`src/rtl/par3_fir_pkg.sv`:
```
`timescale 1ns/1ps
package par3_fir_pkg;
  // Block size (level of parallelism) and filter length.
  localparam int LANES = 3;
  localparam int TAPS  = 3;
  // Register stages inside each multiplier.
  localparam int MUL_LAT = 2;

  // Position of the next accepted sample inside the block.
  typedef enum logic [1:0] {
    PH_L0 = 2'd0,
    PH_L1 = 2'd1,
    PH_L2 = 2'd2
  } lane_e;
endpackage

```
`src/rtl/par3_deser.sv`:
```
`timescale 1ns/1ps
module par3_deser
  import par3_fir_pkg::*;
#(
  parameter int SW = 8
) (
  input  logic                clk,
  input  logic                rst,
  input  logic                in_vld,
  input  logic [SW-1:0]       in_smp,
  output logic                issue,
  output logic [LANES*SW-1:0] blk_q,
  output logic                blk_vld
);
  lane_e       ph;
  logic [SW-1:0] lane0_q;
  logic [SW-1:0] lane1_q;

  // Third sample of a block is being accepted on this edge.
  assign issue = in_vld && (ph == PH_L2);

  always_ff @(posedge clk) begin
    if (rst) begin
      ph      <= PH_L0;
      lane0_q <= '0;
      lane1_q <= '0;
      blk_q   <= '0;
      blk_vld <= 1'b0;
    end else begin
      blk_vld <= issue;
      if (in_vld) begin
        case (ph)
          PH_L0: begin
            lane0_q <= in_smp;
            ph      <= PH_L1;
          end
          PH_L1: begin
            lane1_q <= in_smp;
            ph      <= PH_L2;
          end
          default: begin
            blk_q <= {in_smp, lane1_q, lane0_q};
            ph    <= PH_L0;
          end
        endcase
      end
    end
  end

  // the lane position never leaves the three legal values
  p_ph_legal_r2: assert property (@(posedge clk) disable iff (rst)
    ph inside {PH_L0, PH_L1, PH_L2});

  // a block is only issued after a sample was accepted
  p_blk_after_accept_r2: assert property (@(posedge clk) disable iff (rst)
    blk_vld |-> $past(in_vld));

  // at least three accepted samples separate two blocks
  p_blk_spacing_r2: assert property (@(posedge clk) disable iff (rst)
    blk_vld |=> !blk_vld);
endmodule

```
`src/rtl/par3_mul2.sv`:
```
`timescale 1ns/1ps
module par3_mul2 #(
  parameter int AW = 8,
  parameter int BW = 8
) (
  input  logic                  clk,
  input  logic                  rst,
  input  logic signed [AW-1:0]  a,
  input  logic signed [BW-1:0]  b,
  output logic signed [AW+BW-1:0] p
);
  localparam int LO_W = BW / 2;
  localparam int HI_W = BW - LO_W;
  localparam int LP_W = AW + LO_W + 1;
  localparam int HP_W = AW + HI_W;
  localparam int PW   = AW + BW;

  // a times the unsigned low part of b
  function automatic logic signed [LP_W-1:0] mul_lo(input logic signed [AW-1:0] x,
                                                    input logic [LO_W-1:0] y);
    logic signed [LP_W-1:0] xe;
    logic signed [LP_W-1:0] ye;
    xe = LP_W'(x);
    ye = LP_W'($signed({1'b0, y}));
    return xe * ye;
  endfunction

  // a times the signed high part of b
  function automatic logic signed [HP_W-1:0] mul_hi(input logic signed [AW-1:0] x,
                                                    input logic signed [HI_W-1:0] y);
    logic signed [HP_W-1:0] xe;
    logic signed [HP_W-1:0] ye;
    xe = HP_W'(x);
    ye = HP_W'(y);
    return xe * ye;
  endfunction

  logic signed [LP_W-1:0] lo_q;
  logic signed [HP_W-1:0] hi_q;
  logic [1:0]             age;

  always_ff @(posedge clk) begin
    if (rst) begin
      lo_q <= '0;
      hi_q <= '0;
      p    <= '0;
      age  <= '0;
    end else begin
      lo_q <= mul_lo(a, b[LO_W-1:0]);
      hi_q <= mul_hi(a, $signed(b[BW-1:LO_W]));
      p    <= (PW'(hi_q) <<< LO_W) + PW'(lo_q);
      if (age != 2'd2) age <= age + 2'd1;
    end
  end

  // the two-stage result equals the exact product of operands two edges back
  p_mul_exact_r10: assert property (@(posedge clk) disable iff (rst)
    (age == 2'd2) |-> (p == PW'($past(a, 2)) * PW'($past(b, 2))));
endmodule

```
`src/rtl/par3_fir.sv`:
```
`timescale 1ns/1ps
module par3_fir
  import par3_fir_pkg::*;
#(
  parameter int SW = 8,
  parameter int CW = 8,
  parameter int OW = 16
) (
  input  logic                 clk,
  input  logic                 rst,
  input  logic                 smp_vld,
  input  logic signed [SW-1:0] smp_in,
  input  logic signed [CW-1:0] coef0,
  input  logic signed [CW-1:0] coef1,
  input  logic signed [CW-1:0] coef2,
  output logic signed [OW-1:0] y0,
  output logic signed [OW-1:0] y1,
  output logic signed [OW-1:0] y2,
  output logic                 y_vld
);
  localparam int PW  = SW + CW;
  localparam int AW  = PW + $clog2(TAPS) + 1;
  localparam int WIN = LANES + TAPS - 1;
  localparam int HN  = TAPS - 1;
  localparam logic signed [AW-1:0] Y_MAX = AW'((1 <<< (OW - 1)) - 1);
  localparam logic signed [AW-1:0] Y_MIN = -Y_MAX - AW'(1);

  // Clamp a full-width lane sum into the output range.
  function automatic logic signed [OW-1:0] clip(input logic signed [AW-1:0] v);
    if (v > Y_MAX)      return OW'(Y_MAX);
    else if (v < Y_MIN) return OW'(Y_MIN);
    else                return OW'(v);
  endfunction

  // Serial-to-parallel front end.
  logic                issue;
  logic [LANES*SW-1:0] blk_q;
  logic                blk_vld;

  par3_deser #(.SW(SW)) u_deser (
    .clk     (clk),
    .rst     (rst),
    .in_vld  (smp_vld),
    .in_smp  (smp_in),
    .issue   (issue),
    .blk_q   (blk_q),
    .blk_vld (blk_vld)
  );

  // Coefficient set captured with each block.
  logic signed [CW-1:0] coef_in [TAPS];
  logic signed [CW-1:0] coef_q  [TAPS];
  assign coef_in[0] = coef0;
  assign coef_in[1] = coef1;
  assign coef_in[2] = coef2;

  always_ff @(posedge clk) begin
    if (rst) begin
      for (int i = 0; i < TAPS; i++) coef_q[i] <= '0;
    end else if (issue) begin
      for (int i = 0; i < TAPS; i++) coef_q[i] <= coef_in[i];
    end
  end

  // Sample window: oldest history first, then the block lanes.
  logic signed [SW-1:0] hist [HN];
  logic signed [SW-1:0] win  [WIN];

  always_comb begin
    for (int k = 0; k < HN; k++)    win[k]      = hist[k];
    for (int j = 0; j < LANES; j++) win[HN + j] = $signed(blk_q[j*SW +: SW]);
  end

  // Block-delay register: keeps the last samples of the issued block.
  always_ff @(posedge clk) begin
    if (rst) begin
      for (int k = 0; k < HN; k++) hist[k] <= '0;
    end else if (blk_vld) begin
      for (int k = 0; k < HN; k++) hist[k] <= win[k + LANES];
    end
  end

  // Duplicated multiply hardware: lane j, tap i uses sample 3k+j-i.
  logic signed [PW-1:0] prd [LANES][TAPS];

  for (genvar j = 0; j < LANES; j++) begin : g_lane
    for (genvar i = 0; i < TAPS; i++) begin : g_tap
      par3_mul2 #(.AW(SW), .BW(CW)) u_mul (
        .clk (clk),
        .rst (rst),
        .a   (win[j + HN - i]),
        .b   (coef_q[i]),
        .p   (prd[j][i])
      );
    end
  end

  // Full-width lane sums.
  logic signed [AW-1:0] lane_sum [LANES];
  always_comb begin
    for (int j = 0; j < LANES; j++) begin
      lane_sum[j] = '0;
      for (int i = 0; i < TAPS; i++) lane_sum[j] = lane_sum[j] + AW'(prd[j][i]);
    end
  end

  // Valid tracking through the multiplier stages, then the output register.
  logic [MUL_LAT-1:0]    vp;
  logic signed [OW-1:0]  y_q [LANES];

  always_ff @(posedge clk) begin
    if (rst) begin
      vp    <= '0;
      y_vld <= 1'b0;
      for (int j = 0; j < LANES; j++) y_q[j] <= '0;
    end else begin
      vp    <= {vp[MUL_LAT-2:0], blk_vld};
      y_vld <= vp[MUL_LAT-1];
      if (vp[MUL_LAT-1]) begin
        for (int j = 0; j < LANES; j++) y_q[j] <= clip(lane_sum[j]);
      end
    end
  end

  assign y0 = y_q[0];
  assign y1 = y_q[1];
  assign y2 = y_q[2];

  // results appear a fixed three edges after the block leaves the front end
  p_vld_latency_r6: assert property (@(posedge clk) disable iff (rst)
    y_vld |-> $past(blk_vld, 3));

  // one result flag per block
  p_vld_single_r6: assert property (@(posedge clk) disable iff (rst)
    y_vld |=> !y_vld);

  // the flag and results are quiet right after reset
  p_reset_quiet_r1: assert property (@(posedge clk)
    $past(rst) |-> (!y_vld && y0 == '0 && y1 == '0 && y2 == '0));
endmodule

```
`config.mk`:
```
export PLATFORM = sky130hd
export DESIGN_NAME = par3_fir
export DESIGN_NICKNAME = d
export VERILOG_FILES = /design/src/rtl/par3_fir_pkg.sv /design/src/rtl/par3_deser.sv /design/src/rtl/par3_mul2.sv /design/src/rtl/par3_fir.sv
export SDC_FILE = /design/constraint.sdc
export NUM_CORES = 2
export LEC_CHECK = 0
export ABC_AREA = 1
export BUFFER_PORTS_ARGS = -buffer_cell sky130_fd_sc_hd__buf_2
export CAP_MARGIN = 20
export CORE_AREA = 2 2 473 287
export DETAILED_ROUTE_END_ITERATION = 8
export DIE_AREA = 0 0 475 289
export SETUP_SLACK_MARGIN = 0.1
export SLEW_MARGIN = 20
export SYNTH_ARGS = -nofsm -noshare
export SYNTH_HDL_FRONTEND = slang
export SYNTH_HIERARCHICAL = 1
export SYNTH_SLANG_ARGS = --single-unit
```
`constraint.sdc`:
```
create_clock -name clk -period 3.89 [get_ports clk]
set_clock_uncertainty 0.15 [all_clocks]
set_input_delay 0.778 -clock clk [delete_from_list [all_inputs] [get_ports clk]]
set_output_delay 0.778 -clock clk [all_outputs]
set_load 0.01 [all_outputs]
```
Word-level counts from Yosys, hierarchy flattened

Memories as Yosys holds them, arrays and structs flattened.
Index checks and enable logic that the tools add are counted.

Word-level logic and storage cells: 125
Register bits after elaboration: 415
RAM bits: 88
Memories: 3

Magnitude comparators: 6
Reduce and logical (&&, ||, !) cells: 6
Equality and inequality tests: 2
$mul: 18
Multiplexer cells: 32
Add/subtract/negate cells: 15
Bitwise operators: 9

Memory list:

| name   | words | width | read ports | clocked after Yosys merged registers in | wr ports | line            | source |
|---|---|---|---|---|---|---|---|
| y_q    | 3     | 16    | 3          | 0                                       | 3        | par3_fir.sv:109 | `logic signed [OW-1:0] y_q [LANES];` |
| coef_q | 3     | 8     | 3          | 0                                       | 3        | par3_fir.sv:52  | `logic signed [CW-1:0] coef_q [TAPS];` |
| hist   | 2     | 8     | 2          | 0                                       | 2        | par3_fir.sv:66  | `logic signed [SW-1:0] hist [HN];` |

Operator list:

| kind                                                 | number |
|---|---|
| 2-to-1 mux 16 bit                                    | 15 |
| adder 16 x 13 -> 16 bit                              | 9 |
| multiplier 8 x 5 -> 13 bit                           | 9 |
| multiplier 8 x 4 -> 12 bit                           | 9 |
| adder 17 x 16 -> 18 bit                              | 3 |
| > comparator 18 x 16 -> 1 bit, second input constant | 3 |
| < comparator 18 x 16 -> 1 bit, second input constant | 3 |
| adder 16 x 16 -> 17 bit                              | 3 |
| 2-to-1 mux 8 bit                                     | 5 |
| 2-to-1 mux 1 bit                                     | 11 |
| bitwise OR 1 bit                                     | 8 |
| AND reduction 2 bit                                  | 3 |
| one-hot mux 2 bit (2 select lines)                   | 1 |
| == test 2 x 1 -> 1 bit, second input constant        | 1 |
| == test 2 bit, second input constant                 | 1 |
| zero test 2 bit                                      | 1 |
| OR reduction 2 bit                                   | 1 |
| logical AND 1 bit                                    | 1 |
| inverter 1 bit                                       | 1 |

Depth between registers and ports, before layout

Word-level depth: 8
Mapped depth: 18
Depth with buffers taken out: 17

Hierarchy

Netlist, hierarchy kept.

By module, submodules not included:

| module                                   | sequential area each (µm²) | cells each | area an instance (µm²) | instances |
|---|---|---|---|---|
| par3_mul2 (g_lane[0].g_tap[0].u_mul ...) | 820.8                      | 623        | 4267.8                 | 4 |
| par3_mul2 (g_lane[1].g_tap[2].u_mul ...) | 820.8                      | 621        | 4237.8                 | 3 |
| par3_fir                                 | 2702.6                     | 878        | 7664.9                 | 1 |
| par3_mul2 (g_lane[2].g_tap[2].u_mul)     | 820.8                      | 620        | 4239.1                 | 1 |
| par3_mul2 (g_lane[1].g_tap[1].u_mul)     | 820.8                      | 618        | 4229.1                 | 1 |
| par3_deser                               | 860.8                      | 221        | 1641.6                 | 1 |

Least setup slack after synthesis

Ideal clock, no wire load.

Path type: register -> register
Start point: memory coef_q[0][7]
End point: register g_lane[0].g_tap[0].u_mul.hi_q[9]
Setup slack: 0.080 ns
Period minus slack after synthesis: 3.810 ns
Setup time: 0.113 ns
Buffers on the path: 0
Required time: 3.627 ns
Data arrival time: 3.547 ns
Cell stages (with the launch flop): 15
Cells stage by stage: edfxtp_1 > inv_1 > or2_2 > fa_1 > fa_1 > inv_1 > fa_1 > ha_1 > fa_1 > nand3_1 > nand2_1 > a21oi_1 > nand2_1 > nand2_1 > nor2_1

RTL lines:

| element                | line            | source |
|---|---|---|
| start: declaration     | par3_fir.sv:52  |  |
| end signal: assignment | par3_mul2.sv:50 | `hi_q <= mul_hi(a, $signed(b[BW-1:LO_W]));` |
| end: declaration       | par3_mul2.sv:39 | `logic signed [HP_W-1:0] hi_q;` |

==> results.ini <==
[cts]
clock_sinks = 503
path_clk_slew_ns = 0.06
tritoncts = built
clkLatencyLatePin_ns = 0.66
cts_buffers = 57
cts_hold_buffers = 0
root_buffer = clkbuf_16
cts_max_level = 2
clock_path_buffers = 3

[global_routing]
track_usage_pct = 18.5
antenna_found_initial = 9
grt_pass1_vias = 37600
grt_max_degree = 56
grt_overflow = 0
grt_pass1_wl_mm = 203

[placed_design]
dp.cells = 8508
numPortBuffers = 83
routabilityCongestion = 0.896
pre_cts_ws_ns = -0.0451
dp_hpwl_mm = 101

[pwr]
finalPower_mw = 14.7
ir_worst_vdd_mv = 0.319
power_density_nw_per_um2 = 277
power_leakage_nw = 31.4

[sta]
setup_tns_ns = 0
hold_violations = 0
finalMaxSlewViolations = 0
final.min_clock_period_ns = 3.86
max_slew_margin_pct = 28.8
finalCritPeriodShare_pct = 99.2
tightestPinTransition_ns = 1.06
fin_ws_ns = 0.0314
max_freq_ghz = 0.259
rsz0062_at_grt = yes
setup_viol = 0

[routing]
dr.pass1.iters = 5
vias_per_cell = 4.59
drtIter0Drc = 3110
vias = 39600
antenna_left = 0
wl_per_cell_um = 14.6
routed_wl_mm = 126
post-route-drc-count = 0

[yosys]
synth_cells = 6692
synth.avg_cell_area_um2 = 7.11
yosys.cell_types.count = 42
netlist_area_um2 = 47600
synth_warnings = 6
ys_ff_latch = 503
syn_nets = 7636
ys_seq_area_share_pct = 23.0

[finish]
final_cell_mix = nand2_1, inv_1, nor2_1, ha_1, dfxtp_1
final_nets = 7740
syn_to_final_growth_pct = 11.4
stdcell_count = 8645
layout_commonest_cell = nand2_1
drive_gt1_share_pct = 9.39

[floorplanning]
rows = 104
die_h_um = 289
floorplan.initialDensity_pct = 35.7
dieArea_um2 = 137000
ios = 84
core-area_um2 = 133000
dieWidth_um = 475

[worst_setup_path]
crit_type = flop to flop
ff2ff_setup_slack_ns = 0.03
cp-end-kind = flop
start_kind = flop
arrival_ns = 4.29
required_ns = 4.32
path_max_fanout = 5

[status]
status = complete, no violations

[hold_path]
worstHoldPathType = flop to flop

[flow_run]
drv_cap = 0

power by group:
group / internal [mW] / switching (mW) / leakage, nW / total (mW)
clock: 3.26 / 2.44 / 0.960 / 5.69
combinational: 1.12 / 2.08 / 26.2 / 3.20
sequential: 5.58 / 0.224 / 4.30 / 5.81
total: 9.96 / 4.74 / 31.4 / 14.7
stage by stage:
| stage | cell area [um2] | utilization (%) | hold WS (ns) |
|---|---|---|---|
| 3_5_place_dp | 50400 | 37.8 | 0.243 |
| 5_1_grt | 53000 | 39.8 | 0.245 |
| 3_3_place_gp | 50400 | 37.8 | 0.242 |
| 6_report | 53000 | 39.8 | 0.252 |
| 2_1_floorplan | 47600 | - | 0.238 |
| 4_1_cts | 52400 | 39.4 | 0.219 |
Yosys cell counts:
| library cell | n | share of area (%) |
|---|---|---|
| o21bai_4 | 4 | 0.16 |
| nor3_2 | 9 | 0.19 |
| buf_4 | 32 | 0.51 |
| edfxtp_1 | 88 | 5.6 |
| and2_1 | 3 | 0.039 |
| clkbuf_2 | 1 | 0.011 |
| nand3b_1 | 16 | 0.25 |
| nor2_2 | 17 | 0.22 |
| nor2_4 | 2 | 0.047 |
| nand2_4 | 10 | 0.24 |
| buf_2 | 21 | 0.22 |
| a21oi_1 | 343 | 3.6 |
| inv_2 | 26 | 0.21 |
| clkbuf_1 | 120 | 0.95 |
| nor3b_1 | 1 | 0.016 |
| a21o_1 | 5 | 0.079 |
| o21bai_2 | 4 | 0.095 |
| xnor2_1 | 18 | 0.33 |
| inv_1 | 1506 | 12 |
| nor3_1 | 4 | 0.042 |
| o21ai_1 | 7 | 0.074 |
| nand2_2 | 82 | 1.1 |
| or2_2 | 10 | 0.13 |
| xor2_1 | 42 | 0.77 |
| buf_6 | 19 | 0.45 |
| clkinv_2 | 2 | 0.021 |
| or2_1 | 12 | 0.16 |
| nand3_2 | 32 | 0.67 |
| ha_1 | 543 | 14 |
| nand4_1 | 22 | 0.29 |
| nor2_1 | 726 | 5.7 |
| nand2_1 | 1702 | 13 |
| o21ai_0 | 116 | 1.2 |
| fa_1 | 366 | 15 |
| o21bai_1 | 16 | 0.25 |
| buf_1 | 6 | 0.047 |
| a211oi_1 | 6 | 0.095 |
| o21a_1 | 14 | 0.22 |
| dfxtp_1 | 415 | 17 |
| nand3_1 | 312 | 3.3 |
| nand3_4 | 2 | 0.074 |
| a21oi_2 | 10 | 0.18 |
flip-flops by register name, summed over array words and instances, names as in the netlist:
signal,count
y_vld,1
u_deser/blk_q,24
g_lane.g_tap.u_mul/lo_q,117
vp,2
u_deser/lane1_q,8
g_lane.g_tap.u_mul/p,144
y_q,48
u_deser/lane0_q,8
coef_q,24
u_deser/blk_vld,1
hist,16
u_deser/ph,2
g_lane.g_tap.u_mul/hi_q,108
logic make-up after synthesis:
| group | synth area share, % |
|---|---|
| DFF | 23.0 |
| AOI/OAI and AO/OA | 5.99 |
| xor gates and xnor gates | 1.10 |
| adders and majority gates | 29.7 |
| buffers and inverters | 14.3 |
| and+or+nand+nor | 25.9 |
layer usage:
| metal | track usage [%] | share of wire, % | vias to the layer above |
|---|---|---|---|
| met5 | 0 | 0.027 | - |
| met2 | 25.8 | 38 | 896 |
| li1 | - | - | 20300 |
| met4 | 2.79 | 1.5 | 6 |
| met1 | 29.3 | 54 | 18300 |
| met3 | 3.62 | 7.1 | 112 |
layout make-up:
class / count / area, um2
clock buffers: 78 / 1690
fillers: 13800 / 80200
flip-flops and latches: 503 / 11000
diodes: 3 / 7.51
well taps: 1802 / 2250
inverters: 1534 / 5770
clock inverters: 25 / 248
multi-input cells: 4456 / 30200
repair buffers: 244 / 1880
worst max-delay path: stages, from the launching register on:
cell      delay (ns)
edfxtp_1        0.51
buf_4           0.17
inv_2           0.03
or2_4           0.22
fa_1            0.48
fa_1            0.53
inv_2           0.04
fa_1            0.48
ha_2            0.21
fa_2            0.42
nand3_2         0.11
nand2_4         0.09
nand2_2         0.09
nand2_2         0.05
nand3_2         0.06
nand2_1         0.05
nor2_1          0.12
path summary, 6_finish.rpt:
| path | startpoint | endpoint | depth (start not counted) |
|---|---|---|---|
| worst min register to register | g_lane[0].g_tap[1].u_mul/lo_q[0]$_SDFF_PP0_ | g_lane[0].g_tap[1].u_mul/p[0]$_SDFF_PP0_ | 2 |
| worst max-delay path | coef_q[0][23]$_SDFFCE_PN0P_ | g_lane[0].g_tap[2].u_mul/hi_q[11]$_SDFF_PP0_ | 16 |
| worst max register to register | coef_q[0][23]$_SDFFCE_PN0P_ | g_lane[0].g_tap[2].u_mul/hi_q[11]$_SDFF_PP0_ | 16 |
| worst min-delay path | g_lane[0].g_tap[1].u_mul/lo_q[0]$_SDFF_PP0_ | g_lane[0].g_tap[1].u_mul/p[0]$_SDFF_PP0_ | 2 |
what timing repair did:
action,CTS,global route
pin swaps,14,68
gates resized for setup,31,92
setup endpoints to repair,23,60
setup buffers,5,27
No activity file was read; power rests on OpenSTA's default activity.
